`src/rtl/pgx_pkg.sv`:
```
package pgx_pkg;
  localparam int VA_W   = 32;
  localparam int OFF_W  = 9;
  localparam int VPN_W  = 21;
  localparam int PROT_W = 4;
  localparam int PROT_HI = 30;
  localparam int VBIT   = 31;

  typedef enum logic [1:0] {
    RG_P0  = 2'd0,
    RG_P1  = 2'd1,
    RG_SYS = 2'd2,
    RG_BAD = 2'd3
  } region_e;

  typedef enum logic [1:0] {
    FC_NONE     = 2'd0,
    FC_LENGTH   = 2'd1,
    FC_NOTVALID = 2'd2,
    FC_REGION   = 2'd3
  } fault_e;

  typedef enum logic [1:0] {
    ST_IDLE  = 2'd0,
    ST_CLASS = 2'd1,
    ST_WSYS  = 2'd2,
    ST_WLEAF = 2'd3
  } walk_e;
endpackage

```
`src/rtl/pgx_region_check.sv`:
```
module pgx_region_check
  import pgx_pkg::*;
#(
  parameter int PA_W     = 30,
  parameter int LEN_W    = 22,
  parameter bit SYS_ONLY = 1'b0
) (
  input  logic [VA_W-1:0]  va,
  input  logic [PA_W-1:0]  sys_base,
  input  logic [LEN_W-1:0] sys_len,
  input  logic [VA_W-1:0]  p0_base,
  input  logic [LEN_W-1:0] p0_len,
  input  logic [VA_W-1:0]  p1_base,
  input  logic [LEN_W-1:0] p1_len,
  output region_e          region,
  output fault_e           fcode,
  output logic [VA_W-1:0]  tab_addr
);
  localparam int EXT_W = LEN_W - VPN_W;

  logic [VPN_W-1:0] vpn;
  logic [LEN_W-1:0] vpn_ext;
  logic [VA_W-1:0]  vpn_bytes;
  logic [VA_W-1:0]  sys_base_ext;

  assign vpn          = va[OFF_W+VPN_W-1:OFF_W];
  assign vpn_ext      = {{EXT_W{1'b0}}, vpn};
  assign vpn_bytes    = {{(VA_W-VPN_W-2){1'b0}}, vpn, 2'b00};
  assign sys_base_ext = {{(VA_W-PA_W){1'b0}}, sys_base};

  always_comb begin
    region   = RG_BAD;
    fcode    = FC_REGION;
    tab_addr = '0;
    unique case (va[VA_W-1:VA_W-2])
      2'b10: begin
        region   = RG_SYS;
        fcode    = (vpn_ext >= sys_len) ? FC_LENGTH : FC_NONE;
        tab_addr = sys_base_ext + vpn_bytes;
      end
      2'b00: begin
        if (!SYS_ONLY) begin
          region   = RG_P0;
          fcode    = (vpn_ext >= p0_len) ? FC_LENGTH : FC_NONE;
          tab_addr = p0_base + vpn_bytes;
        end
      end
      2'b01: begin
        if (!SYS_ONLY) begin
          region   = RG_P1;
          fcode    = (vpn_ext < p1_len) ? FC_LENGTH : FC_NONE;
          tab_addr = p1_base + vpn_bytes;
        end
      end
      default: begin
        region = RG_BAD;
        fcode  = FC_REGION;
      end
    endcase
  end
endmodule

```
`src/rtl/pgx_walker.sv`:
```
module pgx_walker
  import pgx_pkg::*;
#(
  parameter int PA_W = 30
) (
  input  logic              clk,
  input  logic              rst,
  input  logic              req_valid,
  output logic              req_ready,
  input  logic [VA_W-1:0]   req_vaddr,
  input  logic              map_enable,
  output logic [VA_W-1:0]   va_q,
  input  region_e           c_region,
  input  fault_e            c_fcode,
  input  logic [VA_W-1:0]   c_addr,
  input  fault_e            n_fcode,
  input  logic [VA_W-1:0]   n_addr,
  output logic              mem_req,
  output logic [PA_W-1:0]   mem_addr,
  input  logic              mem_rvalid,
  input  logic [31:0]       mem_rdata,
  output logic              rsp_valid,
  output logic [PA_W-1:0]   rsp_paddr,
  output fault_e            rsp_fcode,
  output logic              rsp_nested,
  output logic [PROT_W-1:0] rsp_prot
);
  localparam int PFN_W = PA_W - OFF_W;

  walk_e            state;
  logic             men_q;
  logic [OFF_W-1:0] sva_off_q;
  logic             fire;

  assign req_ready = (state == ST_IDLE);
  assign fire      = req_valid && req_ready;

  always_ff @(posedge clk) begin
    if (rst) begin
      state      <= ST_IDLE;
      va_q       <= '0;
      men_q      <= 1'b0;
      sva_off_q  <= '0;
      mem_req    <= 1'b0;
      mem_addr   <= '0;
      rsp_valid  <= 1'b0;
      rsp_paddr  <= '0;
      rsp_fcode  <= FC_NONE;
      rsp_nested <= 1'b0;
      rsp_prot   <= '0;
    end else begin
      mem_req   <= 1'b0;
      rsp_valid <= 1'b0;
      unique case (state)
        ST_IDLE: begin
          if (fire) begin
            va_q  <= req_vaddr;
            men_q <= map_enable;
            state <= ST_CLASS;
          end
        end
        ST_CLASS: begin
          if (!men_q) begin
            rsp_valid  <= 1'b1;
            rsp_paddr  <= va_q[PA_W-1:0];
            rsp_fcode  <= FC_NONE;
            rsp_nested <= 1'b0;
            rsp_prot   <= '0;
            state      <= ST_IDLE;
          end else if (c_fcode != FC_NONE) begin
            rsp_valid  <= 1'b1;
            rsp_paddr  <= '0;
            rsp_fcode  <= c_fcode;
            rsp_nested <= 1'b0;
            rsp_prot   <= '0;
            state      <= ST_IDLE;
          end else if (c_region == RG_SYS) begin
            mem_req  <= 1'b1;
            mem_addr <= c_addr[PA_W-1:0];
            state    <= ST_WLEAF;
          end else begin
            sva_off_q <= c_addr[OFF_W-1:0];
            if (n_fcode != FC_NONE) begin
              rsp_valid  <= 1'b1;
              rsp_paddr  <= '0;
              rsp_fcode  <= n_fcode;
              rsp_nested <= 1'b1;
              rsp_prot   <= '0;
              state      <= ST_IDLE;
            end else begin
              mem_req  <= 1'b1;
              mem_addr <= n_addr[PA_W-1:0];
              state    <= ST_WSYS;
            end
          end
        end
        ST_WSYS: begin
          if (mem_rvalid) begin
            if (!mem_rdata[VBIT]) begin
              rsp_valid  <= 1'b1;
              rsp_paddr  <= '0;
              rsp_fcode  <= FC_NOTVALID;
              rsp_nested <= 1'b1;
              rsp_prot   <= '0;
              state      <= ST_IDLE;
            end else begin
              mem_req  <= 1'b1;
              mem_addr <= {mem_rdata[PFN_W-1:0], sva_off_q};
              state    <= ST_WLEAF;
            end
          end
        end
        ST_WLEAF: begin
          if (mem_rvalid) begin
            rsp_valid  <= 1'b1;
            rsp_nested <= 1'b0;
            state      <= ST_IDLE;
            if (!mem_rdata[VBIT]) begin
              rsp_paddr <= '0;
              rsp_fcode <= FC_NOTVALID;
              rsp_prot  <= '0;
            end else begin
              rsp_paddr <= {mem_rdata[PFN_W-1:0], va_q[OFF_W-1:0]};
              rsp_fcode <= FC_NONE;
              rsp_prot  <= mem_rdata[PROT_HI:PROT_HI-PROT_W+1];
            end
          end
        end
        default: state <= ST_IDLE;
      endcase
    end
  end


  mem_pulse_chk: assert property (@(posedge clk) disable iff (rst)
    mem_req |=> !mem_req);


  leaf_invalid_chk: assert property (@(posedge clk) disable iff (rst)
    (state == ST_WLEAF && mem_rvalid && !mem_rdata[VBIT]) |=>
      (rsp_valid && rsp_fcode == FC_NOTVALID && !rsp_nested));


  busy_after_accept_chk: assert property (@(posedge clk) disable iff (rst)
    fire |=> !req_ready);
endmodule

```
`src/rtl/pgx_translator.sv`:
```
module pgx_translator
  import pgx_pkg::*;
#(
  parameter int PA_W  = 30,
  parameter int LEN_W = 22
) (
  input  logic              clk,
  input  logic              rst,
  input  logic              req_valid,
  output logic              req_ready,
  input  logic [31:0]       req_vaddr,
  input  logic              map_enable,
  input  logic [PA_W-1:0]   sys_base,
  input  logic [LEN_W-1:0]  sys_len,
  input  logic [31:0]       p0_base,
  input  logic [LEN_W-1:0]  p0_len,
  input  logic [31:0]       p1_base,
  input  logic [LEN_W-1:0]  p1_len,
  output logic              mem_req,
  output logic [PA_W-1:0]   mem_addr,
  input  logic              mem_rvalid,
  input  logic [31:0]       mem_rdata,
  output logic              rsp_valid,
  output logic [PA_W-1:0]   rsp_paddr,
  output logic [1:0]        rsp_fault,
  output logic              rsp_nested,
  output logic [3:0]        rsp_prot
);
  logic [VA_W-1:0] va_q;
  region_e         c_region;
  fault_e          c_fcode;
  logic [VA_W-1:0] c_addr;
  region_e         n_region;
  fault_e          n_fcode;
  logic [VA_W-1:0] n_addr;
  fault_e          fcode_w;

  pgx_region_check #(.PA_W(PA_W), .LEN_W(LEN_W), .SYS_ONLY(1'b0)) u_first (
    .va(va_q), .sys_base(sys_base), .sys_len(sys_len),
    .p0_base(p0_base), .p0_len(p0_len), .p1_base(p1_base), .p1_len(p1_len),
    .region(c_region), .fcode(c_fcode), .tab_addr(c_addr)
  );

  pgx_region_check #(.PA_W(PA_W), .LEN_W(LEN_W), .SYS_ONLY(1'b1)) u_nested (
    .va(c_addr), .sys_base(sys_base), .sys_len(sys_len),
    .p0_base(p0_base), .p0_len(p0_len), .p1_base(p1_base), .p1_len(p1_len),
    .region(n_region), .fcode(n_fcode), .tab_addr(n_addr)
  );

  pgx_walker #(.PA_W(PA_W)) u_walk (
    .clk(clk), .rst(rst),
    .req_valid(req_valid), .req_ready(req_ready), .req_vaddr(req_vaddr),
    .map_enable(map_enable), .va_q(va_q),
    .c_region(c_region), .c_fcode(c_fcode), .c_addr(c_addr),
    .n_fcode(n_fcode), .n_addr(n_addr),
    .mem_req(mem_req), .mem_addr(mem_addr),
    .mem_rvalid(mem_rvalid), .mem_rdata(mem_rdata),
    .rsp_valid(rsp_valid), .rsp_paddr(rsp_paddr), .rsp_fcode(fcode_w),
    .rsp_nested(rsp_nested), .rsp_prot(rsp_prot)
  );

  assign rsp_fault = fcode_w;


  rsp_pulse_chk: assert property (@(posedge clk) disable iff (rst)
    rsp_valid |=> !rsp_valid);


  bypass_chk: assert property (@(posedge clk) disable iff (rst)
    (req_valid && req_ready && !map_enable) |=> ##1
      (rsp_valid && rsp_fault == 2'd0 && rsp_paddr == $past(req_vaddr[PA_W-1:0], 2)));
endmodule

```
`config.mk`:
```
export PLATFORM = sky130hd
export DESIGN_NAME = pgx_translator
export DESIGN_NICKNAME = d
export VERILOG_FILES = /design/src/rtl/pgx_pkg.sv /design/src/rtl/pgx_region_check.sv /design/src/rtl/pgx_walker.sv /design/src/rtl/pgx_translator.sv
export SDC_FILE = /design/constraint.sdc
export NUM_CORES = 1
export LEC_CHECK = 0
export BUFFER_PORTS_ARGS = -buffer_cell sky130_fd_sc_hd__clkbuf_2
export CAP_MARGIN = 20
export CORE_UTILIZATION = 34
export CTS_BUF_LIST = sky130_fd_sc_hd__clkbuf_4 sky130_fd_sc_hd__clkbuf_8
export DETAILED_ROUTE_END_ITERATION = 10
export GPL_TIMING_DRIVEN = 0
export PLACE_DENSITY = 0.58
export SETUP_SLACK_MARGIN = 0.1
export SYNTH_ARGS = -nofsm -noshare
export SYNTH_HDL_FRONTEND = slang
export SYNTH_HIERARCHICAL = 1
export SYNTH_SLANG_ARGS = --single-unit
```
`constraint.sdc`:
```
create_clock -name clk -period 11.5 [get_ports clk]
set_clock_uncertainty 0.05 [all_clocks]
set_input_delay 1.15 -clock clk [delete_from_list [all_inputs] [get_ports clk]]
set_output_delay 1.15 -clock clk [all_outputs]
set_load 0.05 [all_outputs]
```
Yosys cells after proc, flatten, opt, wreduce, memory -nomap -nowiden
Index checks and enable logic that the tools add are counted.

Flip-flop bits (word level): 113. Output and inout port bits: 70. Bits of input ports: 229.

Reductions and logical operators: 12. Bitwise operators: 2. Equal/unequal tests: 17. Multiplexer cells: 75. Magnitude comparators: 4. Add/sub/neg operators: 4.

Operators with widths (count): $mux W30 (15); $pmux W32 S3 (1); $pmux W30 S3 (1); $ge A21 B22 Y1 (3); $add A32 B23 Y32 (2); $pmux W30 S2 (1); $mux W2 (17); $mux W4 (8); $add A30 B23 Y31 (1); $add A30 B23 Y30 (1); $mux W1 (24); $lt A21 B22 Y1 (1); $pmux W2 S3 (3); $ne A2 B2 Y1 const B (6); $pmux W4 S3 (1); $reduce_and A6 Y1 (2); $eq A2 B2 Y1 const B (5); $ne A4 B4 Y1 const B (2); $pmux W2 S4 (1); $pmux W1 S3 (2); $reduce_bool A2 Y1 (3); $eq A2 B1 Y1 const B (2); $logic_not A2 Y1 (2); $reduce_and A4 Y1 (1); other kinds (8) (9).

Longest topological paths before layout
Gate-level depths: netlist of run 1.

Depth in word-level cells: 11. Mapped depth: 31. Mapped depth without buffers: 28.

Cells and area by module
The synthesis of run 1 kept the hierarchy.

By module, submodules not included: pgx_walker (seq. area each 2262.2 µm², times used 1, area each 5368.9 µm², cells each 631); pgx_region_check (u_first) (seq. area each 0.0 µm², times used 1, area each 4454.3 µm², cells each 660); pgx_region_check (u_nested) (seq. area each 0.0 µm², times used 1, area each 2038.2 µm², cells each 307).

Worst setup path after synthesis of run 1
No wires, ideal clock.

Path kind: register -> register. From: register u_walk.va_q[31]. To: register u_walk.rsp_paddr[25]. Setup slack: 5.723 ns. Data required time: 11.364 ns. Arrival time: 5.641 ns. Setup time: 0.086 ns. Clock period less this slack: 5.777 ns. Stages on the path, launching flop included: 31. Buffers on the path: 5. Cell sequence: dfxtp_1 > clkbuf_1 > nor2b_1 > clkbuf_1 > clkbuf_1 > clkbuf_1 > nand2_1 > nand2_1 > ha_1 > inv_1 > fa_1 > nand2b_1 > a211oi_1 > o2111ai_1 > a41oi_1 > a21boi_0 > o21ai_0 > xnor2_1 > o211ai_1 > ha_1 > nand4_1 > nor2_1 > a21oi_1 > o211ai_1 > a31oi_1 > o31ai_1 > nor3b_1 > o21ai_1 > buf_2 > a21oi_1 > a211oi_1.

Longest elaborated chain between the ends: 8. Elaborated cells on any way between the ends: 19.

Ends and longest elaborated chain: from (decl) (RTL line pgx_walker.sv:12) `output logic [VA_W-1:0] va_q,`; from (signal assigned) (RTL line pgx_walker.sv:57) `va_q <= req_vaddr;`; $eq A2 B1 Y1, or another cell as far along (RTL line pgx_region_check.sv:35) `unique case (va[VA_W-1:VA_W-2])`; $pmux W32 S3 * (RTL line pgx_region_check.sv:35); net c_addr[22] (RTL line pgx_translator.sv:32) `logic [VA_W-1:0] c_addr;`; $ge A21 B22 Y1 * (RTL line pgx_region_check.sv:38) `fcode = (vpn_ext >= sys_len) ? FC_LENGTH : FC_NONE;`; $mux W1 * (RTL line pgx_region_check.sv:38); $mux W2 * (RTL line pgx_region_check.sv:35); net n_fcode[0] (RTL line pgx_translator.sv:34) `fault_e n_fcode;`; $reduce_bool A2 Y1 * (RTL line pgx_walker.sv:83) `if (n_fcode != FC_NONE) begin`; $ne A4 B4 Y1 (no source line) *; $reduce_and A6 Y1 (no source line) *; to (signal assigned) (RTL line pgx_walker.sv:65) `rsp_paddr <= va_q[PA_W-1:0];`; to (signal assigned) (RTL line pgx_walker.sv:123) `rsp_paddr <= {mem_rdata[PFN_W-1:0], va_q[OFF_W-1:0]};`; to (decl) (RTL line pgx_walker.sv:23) `output logic [PA_W-1:0] rsp_paddr,`.

Mark *: on every way through the listed nets, which the timed path passes. The rest lies on a longest branch. A chain may end at the register's enable or synchronous reset.

Worst setup path in the final report of run 1
From: register u_walk.va_q[31]. To: register u_walk.rsp_nested.

Longest elaborated chain between the ends: 8. Elaborated cells on any way between the ends: 19.

Ends and longest elaborated chain: $eq A2 B1 Y1, or another cell as far along (RTL line pgx_region_check.sv:35); $pmux W32 S3 * (RTL line pgx_region_check.sv:35); net c_addr[22] (RTL line pgx_translator.sv:32); $ge A21 B22 Y1 * (RTL line pgx_region_check.sv:38); $mux W1 * (RTL line pgx_region_check.sv:38); $mux W2 * (RTL line pgx_region_check.sv:35); net n_fcode[0] (RTL line pgx_translator.sv:34); $reduce_bool A2 Y1 * (RTL line pgx_walker.sv:83); $ne A4 B4 Y1 (no source line) *; $reduce_and A6 Y1 (no source line) *; to (signal assigned) (RTL line pgx_walker.sv:74) `rsp_nested <= 1'b0;`; to (signal assigned) (RTL line pgx_walker.sv:87) `rsp_nested <= 1'b1;`; to (signal assigned) (RTL line pgx_walker.sv:103) `rsp_nested <= 1'b1;`; to (decl) (RTL line pgx_walker.sv:25) `output logic rsp_nested,`.

Marked as above.

==> impl_results.md, run 1 <==
- Peak supply drop: 67.13 uV
- Vias per cell: 5.297
- Final Max Slew Viols: 0
- Initial antenna violation count: 6
- Nets@finish: 2290
- Drt total wl: 43930 um
- Finish-stage setup viols: 0
- Ys Warns: 6
- Max_cap viols: 0
- Vias in the first global route: 12130
- CP Buf/Inv Count: 6
- Fillers: 3615
- Worst hold path class: flip-flop to flip-flop
- Largest net degree at the start of global routing: 17
- Setup_tns: 0 ps
- Port Buffers: 291
- CTS Hold Bufs: 0
- Drt pass-1 iters: 5
- Post-DRT Antenna Nets: 0
- Crit Path Max Fanout: 10
- Slowest-stage cell, CP: o31ai_1
- Met3 GRT Util: 4.638%
- Worst slew margin: 26.63%
- Period Utilization, post-route: 77.15%
- First-pass GRT wire length: 66960 um
- Initial DRC Count: 938
- Cell Rows: 67
- Grt ovf: 0
- Data required time of the worst path: 11800 ps
- Setup CP Type: flip-flop to flip-flop
- CP Capture Type: flip-flop
- Crit path DAT: 9170 ps
- Area delta synth->final: 20.33%
- Pwr dens: 109.4 nW/um^2
- Drt wl/cell: 18.56 um
- Hold Slack: 407.9 ps
- Setup Buffers After CTS: 0
- Vias: 12540
- Final Util: 42.00%
- Placer Congestion: 0.9304
- Syn Std Cell Area: 11820 um^2
- GRT met1 Usage: 31.48%
- Outcome: finished clean
- Layout cells sized above 1: 20.43%
- Starting Density: 34.90%
- Chip height: 188.5 um
- Cells after synthesis: 1591
- Hold Vio Cnt, Final: 0
- Avg Cell Area, Syn: 7.430 um^2
- Core Footprint: 33870 um^2
- Ports: 299
- GRT busiest layer: met2
- GR Layer Usage met2: 40.55%
- H-tree depth: 4
- Total GRT Usage: 24.33%
- Top cell by count, worst path: clkbuf_1
- TritonCTS Buffers: 17
- Clk slew on worst S/H paths: 80 ps
- RSZ-0062 raised after global routing: false
- Clock latency on the worst-skew pair: 440 ps
- Leak pwr: 7.073 nW
- Max Root-Sink Buffers: 2
- DP HPWL: 36410 um
- Die Wd: 188.5 um
- Worst slew pin tran: 1101 ps
- Drt drc: 0
- Synthesized Nets: 1980
- Top Family by Delay on Critical Path: compound AO/OA/AOI/OAI gates
- Full die area: 35520 um^2
- CTS sink count: 113
- Critical path launch point type: flip-flop
- CTS tree: done
- Fmax: 0.1127 GHz
- CTS resizes: 0
- Final min period: 8872 ps
- CP peak stage delay: 670 ps
- Clock Tree Root: clkbuf_8
[stage by stage]
step | total power, W | area, um^2 | setup slack (ps) | std cells
finish | 0.001556 | 14220 | 2628 | 2367
global route | 0.001660 | 14220 | 2050 | 2365
CTS | 0.001557 | 14210 | 2657 | 2362
detailed placement | 0.001194 | 13840 | 2703 | 2330
global placement | 0.001183 | 13840 | 2814 | 2330
floorplan | 0.0009683 | 11820 | 5725 | 1591
[where the power goes]
part,switching [W],leakage (nW),total (W),internal [W]
logic,0.000461,5.98,0.000746,0.000285
clock network,0.000181,0.176,0.000362,0.000181
registers,0.0000318,0.921,0.000448,0.000417
total,0.000674,7.07,0.00156,0.000882
[layer usage]
layer  vias up  wire, um
li1       6267         -
met1      5806     19550
met2       392     20450
met3        69      2734
met4         4      1168
met5         -        32
[layout by cell type (no fill, tap or decap), types with 9 or more instances in the layout]
cell type and instances:
o211ai_1 9, a21oi_1 178, inv_1 136, xor2_1 38, o21a_1 11, nor2_1 77, o21ai_0 80, clkbuf_1 54
clkbuf_2 291, a21o_1 43, and2_1 10, a22oi_1 22, buf_2 19, nand3_1 30, ha_1 157, nand2b_1 61
mux2_2 30, nor3_1 13, o21ai_1 23, dfxtp_1 113, mux2i_1 52, nand2_1 188, nand4_1 37, a211oi_1 32
o22ai_1 24, clkbuf_8 19, xnor2_1 27, nor2b_1 13
[area by class of cell]
type                    instances  area, um^2  share of cell area (%)
diodes                          5       12.51                 0.08796
well taps                     448       560.5                   3.941
inverters                     138       518.0                   3.641
repair buffers                291        1456                   10.24
flip-flops and latches        113        2262                   15.90
clock buffers                  19       261.5                   1.838
clock inverters                13       112.6                  0.7916
plain buffers                  83       357.8                   2.516
multi-input cells            1257        8683                   61.04
[registers in the layout, summed over array words and instances (netlist names)]
register / count
u_walk/men_q: 1
u_walk/rsp_prot: 4
u_walk/rsp_paddr: 30
u_walk/rsp_nested: 1
u_walk/state: 2
u_walk/mem_req: 1
u_walk/sva_off_q: 9
u_walk/rsp_fcode: 2
u_walk/mem_addr: 30
u_walk/va_q: 32
u_walk/rsp_valid: 1
[path summary, 6_finish.rpt]
kind / startpoint / to / slack, ps / cells past startpoint
setup reg to reg: u_walk/va_q[31]$_SDFFE_PP0P_ / u_walk/rsp_nested$_SDFFE_PP0P_ / 2630 / 30
hold / removal: u_walk/va_q[2]$_SDFFE_PP0P_ / u_walk/va_q[2]$_SDFFE_PP0P_ / 410 / 2
setup / recovery: u_walk/va_q[31]$_SDFFE_PP0P_ / u_walk/rsp_nested$_SDFFE_PP0P_ / 2630 / 30
hold reg to reg: u_walk/va_q[2]$_SDFFE_PP0P_ / u_walk/va_q[2]$_SDFFE_PP0P_ / 410 / 2
[tightest hold or removal path, cell delays in order, from the launching register on]
cell and delay (ps):
dfxtp_1 310, nand2_1 50, a21oi_1 50
(Power assumes the default switching activity.)
==> inputs of run 2 (changes only) <==
Clock period 11.5 ns to 8.2 ns, I/O delays scaled along.
==> run 2 against run 1 <==
  * Global-route usage is the same
  * Combinational power increased by 41%
  * Cell area rose by 0.17%
  * Routed wire length is essentially flat
  * Register-to-register slack worse by 2100 ps
  * Clock-buffer cell count unchanged
  * Sequential share of layout area about the same
  * Non-clock buffer count is the same
  * Fmax rose by 15%
  * Sequential power rose by 40%
  * First-iteration DRC count decreased by 3.4%
  * Die area is the same
  * Critical endpoint is now u_walk/mem_addr[28]$_SDFFE_PP0P_
  * Largest power group unchanged
==> impl_results.md, run 2 (synthesis gave the netlist of run 1 again) <==
- CTS sink count: 113 (unchanged)
- Placer Congestion: 0.9304 (unchanged)
- H-tree depth: 4 (unchanged)
- Leading cell type in the layout, fill and taps excluded: clkbuf_2 (unchanged)
- Slowest-stage cell, CP: clkbuf_1 (was o31ai_1)
- Most flops, register: u_walk/va_q (unchanged)
- Ports: 299 (unchanged)
- Final min period: 7719 ps (was 8872 ps)
- Pwr dens: 153.2 nW/um^2 (was 109.4 nW/um^2)
- Initial antenna violation count: 6 (unchanged)
- Nets@finish: 2290 (unchanged)
- Drt drc: 0 (unchanged)
- Grt ovf: 0 (unchanged)
- Area delta synth->final: 20.53% (was 20.33%)
- GR Layer Usage met2: 40.57% (was 40.55%)
- Peak supply drop: 95.52 uV (was 67.13 uV)
- CP peak stage delay: 470 ps (was 670 ps)
- Most frequent cells in the layout: clkbuf_2, nand2_1, a21oi_1 (unchanged)
- Vias per cell: 5.327 (was 5.297)
- Max reg flops: 32 (unchanged)
- Final Util: 42.07% (was 42.00%)
- Die Wd: 188.5 um (unchanged)
- Worst hold path class: flip-flop to flip-flop (unchanged)
- Setup Buffers After CTS: 0 (unchanged)
- Crit path DAT: 8040 ps (was 9170 ps)
- Post-DRT Antenna Nets: 0 (unchanged)
- Outcome: finished clean (unchanged)
- TritonCTS Buffers: 17 (unchanged)
- CP Buf/Inv Count: 6 (unchanged)
- Max_cap viols: 0 (unchanged)
- Drt total wl: 43940 um (was 43930 um)
- Clk slew on worst S/H paths: 80 ps (about the same)
- CTS tree: done (unchanged)
- Drt pass-1 iters: 5 (unchanged)
- Drt wl/cell: 18.56 um (about the same)
- Largest net degree at the start of global routing: 17 (unchanged)
- Fmax: 0.1296 GHz (was 0.1127 GHz)
- GRT busiest layer: met2 (unchanged)
- Met3 GRT Util: 4.638% (unchanged)
- Chip height: 188.5 um (unchanged)
- GRT met1 Usage: 31.47% (was 31.48%)
- Finish-stage setup viols: 0 (unchanged)
- Total GRT Usage: 24.33% (unchanged)
- Top cell by count, worst path: nand2_1 (was clkbuf_1)
- Initial DRC Count: 906 (was 938)
- Leak pwr: 7.088 nW (was 7.073 nW)
- Critical path launch point type: flip-flop (unchanged)
- DP HPWL: 36410 um (unchanged)
- Layout cells sized above 1: 20.79% (was 20.43%)
- Starting Density: 34.90% (unchanged)
- Cell Rows: 67 (unchanged)
- Setup_tns: 0 ps (unchanged)
- Vias in the first global route: 12130 (about the same)
- Crit Path Max Fanout: 10 (unchanged)
- RSZ-0062 raised after global routing: false (unchanged)
- Vias: 12610 (was 12540)
- Clock Tree Root: clkbuf_8 (unchanged)
- Top Family by Delay on Critical Path: compound AO/OA/AOI/OAI gates (unchanged)
- Hold Vio Cnt, Final: 0 (unchanged)
- Worst slew pin tran: 1103 ps (was 1101 ps)
- Period Utilization, post-route: 94.13% (was 77.15%)
- Port Buffers: 291 (unchanged)
- Data required time of the worst path: 8520 ps (was 11800 ps)
- Full die area: 35520 um^2 (unchanged)
- First-pass GRT wire length: 66960 um (unchanged)
- Final Max Slew Viols: 0 (unchanged)
- CP Capture Type: flip-flop (unchanged)
- Core Footprint: 33870 um^2 (unchanged)
- Worst slew margin: 26.47% (was 26.63%)
- Clock latency on the worst-skew pair: 440 ps (about the same)
- Largest regs: u_walk/va_q (32), u_walk/mem_addr (30), u_walk/rsp_paddr (30) (unchanged)
- Setup CP Type: flip-flop to flip-flop (unchanged)
- Max Root-Sink Buffers: 2 (unchanged)
run 2: cell count changes in the layout (fill, tap and decap cells not counted):
cell | before | now
clkbuf_1 | 54 | 50
clkbuf_2 | 291 | 294
a41oi_1 | 2 | 1
a41oi_2 | 0 | 1
clkbuf_4 | 0 | 1
o21ai_1 | 23 | 22
o21ai_2 | 0 | 1
o31ai_1 | 7 | 6
o31ai_2 | 0 | 1
run 2: repair_timing:
action | in CTS | in global routing
endpoints found under the hold margin | 0 | 0
setup endpoints to repair | 67 | 67
resized for setup | 4 | 7
hold buffers | 0 | 0
run 2: where the power goes:
group,leakage [nW],switching (W),total (W),internal (W)
combinational,5.99,0.000648,0.00105,0.000401
sequential,0.921,0.0000445,0.000629,0.000584
clock,0.176,0.000252,0.000506,0.000254
total,7.09,0.000944,0.00218,0.00124
run 2: worst register-to-register path, delay by kind of cell (launching register included):
family | cells | cell delay, ps
flip-flops | 1 | 330
AO/OA/AOI/OAI | 12 | 2880
buffers and inverters | 6 | 1760
multiplexers | 1 | 230
AND/OR/NAND/NOR | 7 | 1240
XOR/XNOR | 1 | 160
adder cells (fa/ha/maj) | 3 | 1010
run 2: worst paths after layout:
check,startpoint,to,slack (ps),cells after the start
worst min-delay path,u_walk/va_q[2]$_SDFFE_PP0P_,u_walk/va_q[2]$_SDFFE_PP0P_,410,2
worst max-delay path,u_walk/va_q[31]$_SDFFE_PP0P_,u_walk/mem_addr[28]$_SDFFE_PP0P_,480,30
worst min register to register,u_walk/va_q[2]$_SDFFE_PP0P_,u_walk/va_q[2]$_SDFFE_PP0P_,410,2
worst max register to register,u_walk/va_q[31]$_SDFFE_PP0P_,u_walk/mem_addr[28]$_SDFFE_PP0P_,480,30
run 2: stage by stage:
step | cell area [um^2] | hold WS [ps] | setup WS, ps | power, W | instances
2_1_floorplan | 11820 | 385.1 | 2425 | 0.001358 | 1591
3_3_place_gp | 13840 | 395.7 | -486.0 | 0.001659 | 2330
3_5_place_dp | 13840 | 398.2 | -596.7 | 0.001675 | 2330
4_1_cts | 14220 | 409.4 | 218.0 | 0.002184 | 2362
5_1_grt | 14240 | 442.4 | 114.7 | 0.002330 | 2365
6_report | 14250 | 407.3 | 481.1 | 0.002183 | 2367
run 2: area by class of cell:
| class | count | area [um^2] |
|---|---|---|
| Inverter | 138 | 518.0 |
| Multi-Input combinational cell | 1257 | 8700 |
| Antenna cell | 5 | 12.51 |
| Buffer | 83 | 365.4 |
| Clock inverter | 13 | 112.6 |
| Sequential cell | 113 | 2262 |
| Fill cell | 3613 | 19620 |
| Tap cell | 448 | 560.5 |
| Clock buffer | 19 | 261.5 |
| Timing Repair Buffer | 291 | 1456 |
run 2: per-layer routing:
| layer | share of wire [%] | up-vias |
|---|---|---|
| met5 | 0.073 | - |
| met4 | 2.6 | 4 |
| met3 | 5.9 | 64 |
| met2 | 47 | 378 |
| met1 | 45 | 5889 |
| li1 | - | 6275 |
==> inputs of run 3 (changes only) <==
Settings changed: CORE_MARGIN set to 2.
==> run 3 against run 2 <==
  * Fmax up 1.6%
  * First-iteration DRC count down 11%
  * Register-to-register slack better by 120 ps
  * Sequential cell count unchanged
==> impl_results.md, run 3 (synthesis gave the netlist of run 1 again) <==
- Outcome: finished clean (unchanged)
- Slowest-stage cell, CP: clkbuf_1 (unchanged)
- CTS tree: done (unchanged)
- Non-Filler Instances: 2374 (was 2367)
- Largest net degree at the start of global routing: 20 (was 17)
- Final Max Slew Viols: 0 (unchanged)
- Full die area: 36280 um^2 (was 35520 um^2)
- Placer Congestion: 0.9202 (was 0.9304)
- Initial antenna violation count: 4 (was 6)
- CTS sink count: 113 (unchanged)
- CP Capture Type: flip-flop (unchanged)
- Area delta synth->final: 21.62% (was 20.53%)
- Worst slew pin tran: 1057 ps (was 1103 ps)
- Drt total wl: 44580 um (was 43940 um)
- Setup CP Type: flip-flop to flip-flop (unchanged)
- Max reg flops: 32 (unchanged)
- Fmax: 0.1317 GHz (was 0.1296 GHz)
- Clock latency on the worst-skew pair: 430 ps (was 440 ps)
- Grt ovf: 0 (unchanged)
- DP HPWL: 37090 um (was 36410 um)
- Drt pass-1 iters: 5 (unchanged)
- Core Footprint: 34370 um^2 (was 33870 um^2)
- Min setup slack post-route: 604.3 ps (was 481.1 ps)
- TritonCTS Buffers: 17 (unchanged)
- Drt wl/cell: 18.78 um (was 18.56 um)
- Leading cell type in the layout, fill and taps excluded: clkbuf_2 (unchanged)
- H-tree depth: 4 (unchanged)
- Dpl cells: 2337 (was 2330)
- Starting Density: 34.39% (was 34.90%)
- Hold Vio Cnt, Final: 0 (unchanged)
- Clk slew on worst S/H paths: 70 ps (was 80 ps)
- Post-DRT Antenna Nets: 0 (unchanged)
- Nets@finish: 2289 (was 2290)
- Most flops, register: u_walk/va_q (unchanged)
- CP peak stage delay: 600 ps (was 470 ps)
- Total GRT Usage: 24.13% (was 24.33%)
- Leak pwr: 7.159 nW (was 7.088 nW)
- Crit path DAT: 7820 ps (was 8040 ps)
- Pwr dens: 161.3 nW/um^2 (was 153.2 nW/um^2)
- Peak supply drop: 118.1 uV (was 95.52 uV)
- Final min period: 7596 ps (was 7719 ps)
- Crit Path Max Fanout: 19 (was 10)
- Largest regs: u_walk/va_q (32), u_walk/mem_addr (30), u_walk/rsp_paddr (30) (unchanged)
- Drt drc: 0 (unchanged)
- Clock Tree Root: clkbuf_8 (unchanged)
- Total power: 0.002318 W (was 0.002183 W)
- Vias per cell: 5.313 (was 5.327)
- Fillers: 3681 (was 3613)
- Period Utilization, post-route: 92.63% (was 94.13%)
- Port Buffers: 291 (unchanged)
- Worst hold path class: flip-flop to flip-flop (unchanged)
- Worst slew margin: 29.57% (was 26.47%)
- CTS Hold Bufs: 0 (unchanged)
- Cell Rows: 68 (was 67)
- Post-Place Worst Slack: -773.2 ps (was -596.7 ps)
- Top Family by Delay on Critical Path: buffers and inverters (was compound AO/OA/AOI/OAI gates)
- Setup_tns: 0 ps (unchanged)
- Max Root-Sink Buffers: 2 (unchanged)
- Ports: 299 (unchanged)
- Finish-stage setup viols: 0 (unchanged)
- Vias in the first global route: 12170 (was 12130)
- Initial DRC Count: 808 (was 906)
- Layout cells sized above 1: 20.91% (was 20.79%)
- Die Wd: 190.5 um (was 188.5 um)
- First-pass GRT wire length: 67190 um (was 66960 um)
- Vias: 12610 (about the same)
- Critical path launch point type: flip-flop (unchanged)
- Most frequent cells in the layout: clkbuf_2, nand2_1, a21oi_1 (unchanged)
- CP Buf/Inv Count: 8 (was 6)
- Max_cap viols: 0 (unchanged)
- Top cell by count, worst path: clkbuf_1 (was nand2_1)
- Data required time of the worst path: 8430 ps (was 8520 ps)
- RSZ-0062 raised after global routing: false (unchanged)
- Chip height: 190.5 um (was 188.5 um)
==> run 3: cell types whose count changed in the layout (fill, tap and decap cells not counted), moves of 2 or more <==
cell,change
clkbuf_1,-2
clkbuf_8,+2
bufinv_16,+4
clkbuf_4,+2
clkinv_2,-2
clkinvlp_4,-5
==> run 3: what timing repair did <==
item | CTS | global route
resized for setup | 4 | 11
cloned | 0 | 0
endpoints found under the hold margin | 0 | 0
endpoints found under the setup margin | 69 | 66
setup buffers | 0 | 0
==> run 3: report_power, final <==
group / switching [W] / internal [W]
logic: 0.000651 / 0.000401
clock network: 0.000237 / 0.000401
registers: 0.0000445 / 0.000584
==> run 3: cell type report <==
cell class	instances	area (um^2)	area share, %
diodes	6	15.01	0.1044
plain buffers	82	367.9	2.559
clock buffers	23	304.0	2.115
clock inverters	9	176.4	1.227
inverters	138	518.0	3.603
multi-input cells	1257	8708	60.57
flip-flops and latches	113	2262	15.73
well taps	455	569.3	3.960
repair buffers	291	1456	10.13
==> run 3: final timing paths <==
kind | end | slack [ps] | cells after the start | startpoint
hold / removal | u_walk/va_q[31]$_SDFFE_PP0P_ | 410 | 2 | u_walk/va_q[31]$_SDFFE_PP0P_
setup / recovery | u_walk/rsp_paddr[14]$_SDFFE_PP0P_ | 600 | 25 | u_walk/va_q[31]$_SDFFE_PP0P_
setup reg to reg | u_walk/rsp_paddr[14]$_SDFFE_PP0P_ | 600 | 25 | u_walk/va_q[31]$_SDFFE_PP0P_
hold reg to reg | u_walk/va_q[31]$_SDFFE_PP0P_ | 410 | 2 | u_walk/va_q[31]$_SDFFE_PP0P_
==> run 3: layer usage <==
metal	track usage, %	part of all wire (%)
met3	5.042	6.5
met2	40.53	47
met1	30.61	43
met4	8.169	3.4
met5	0	0
==> run 3: through the flow <==
step	hold WS, ps	area, um^2	util (%)
global route	439.1	14370	41.79
detailed placement	399.5	13850	40.28
CTS	409.8	14340	41.70
floorplan	385.1	11820	-
global placement	396.2	13850	40.28
finish	411.0	14380	41.83
==> run 3: worst min-delay path, delay by kind of cell (launching register included) <==
family,cells,cell delay [ps]
AOI/OAI and AO/OA,1,50
and+or+nand+nor,1,50
DFF,1,310
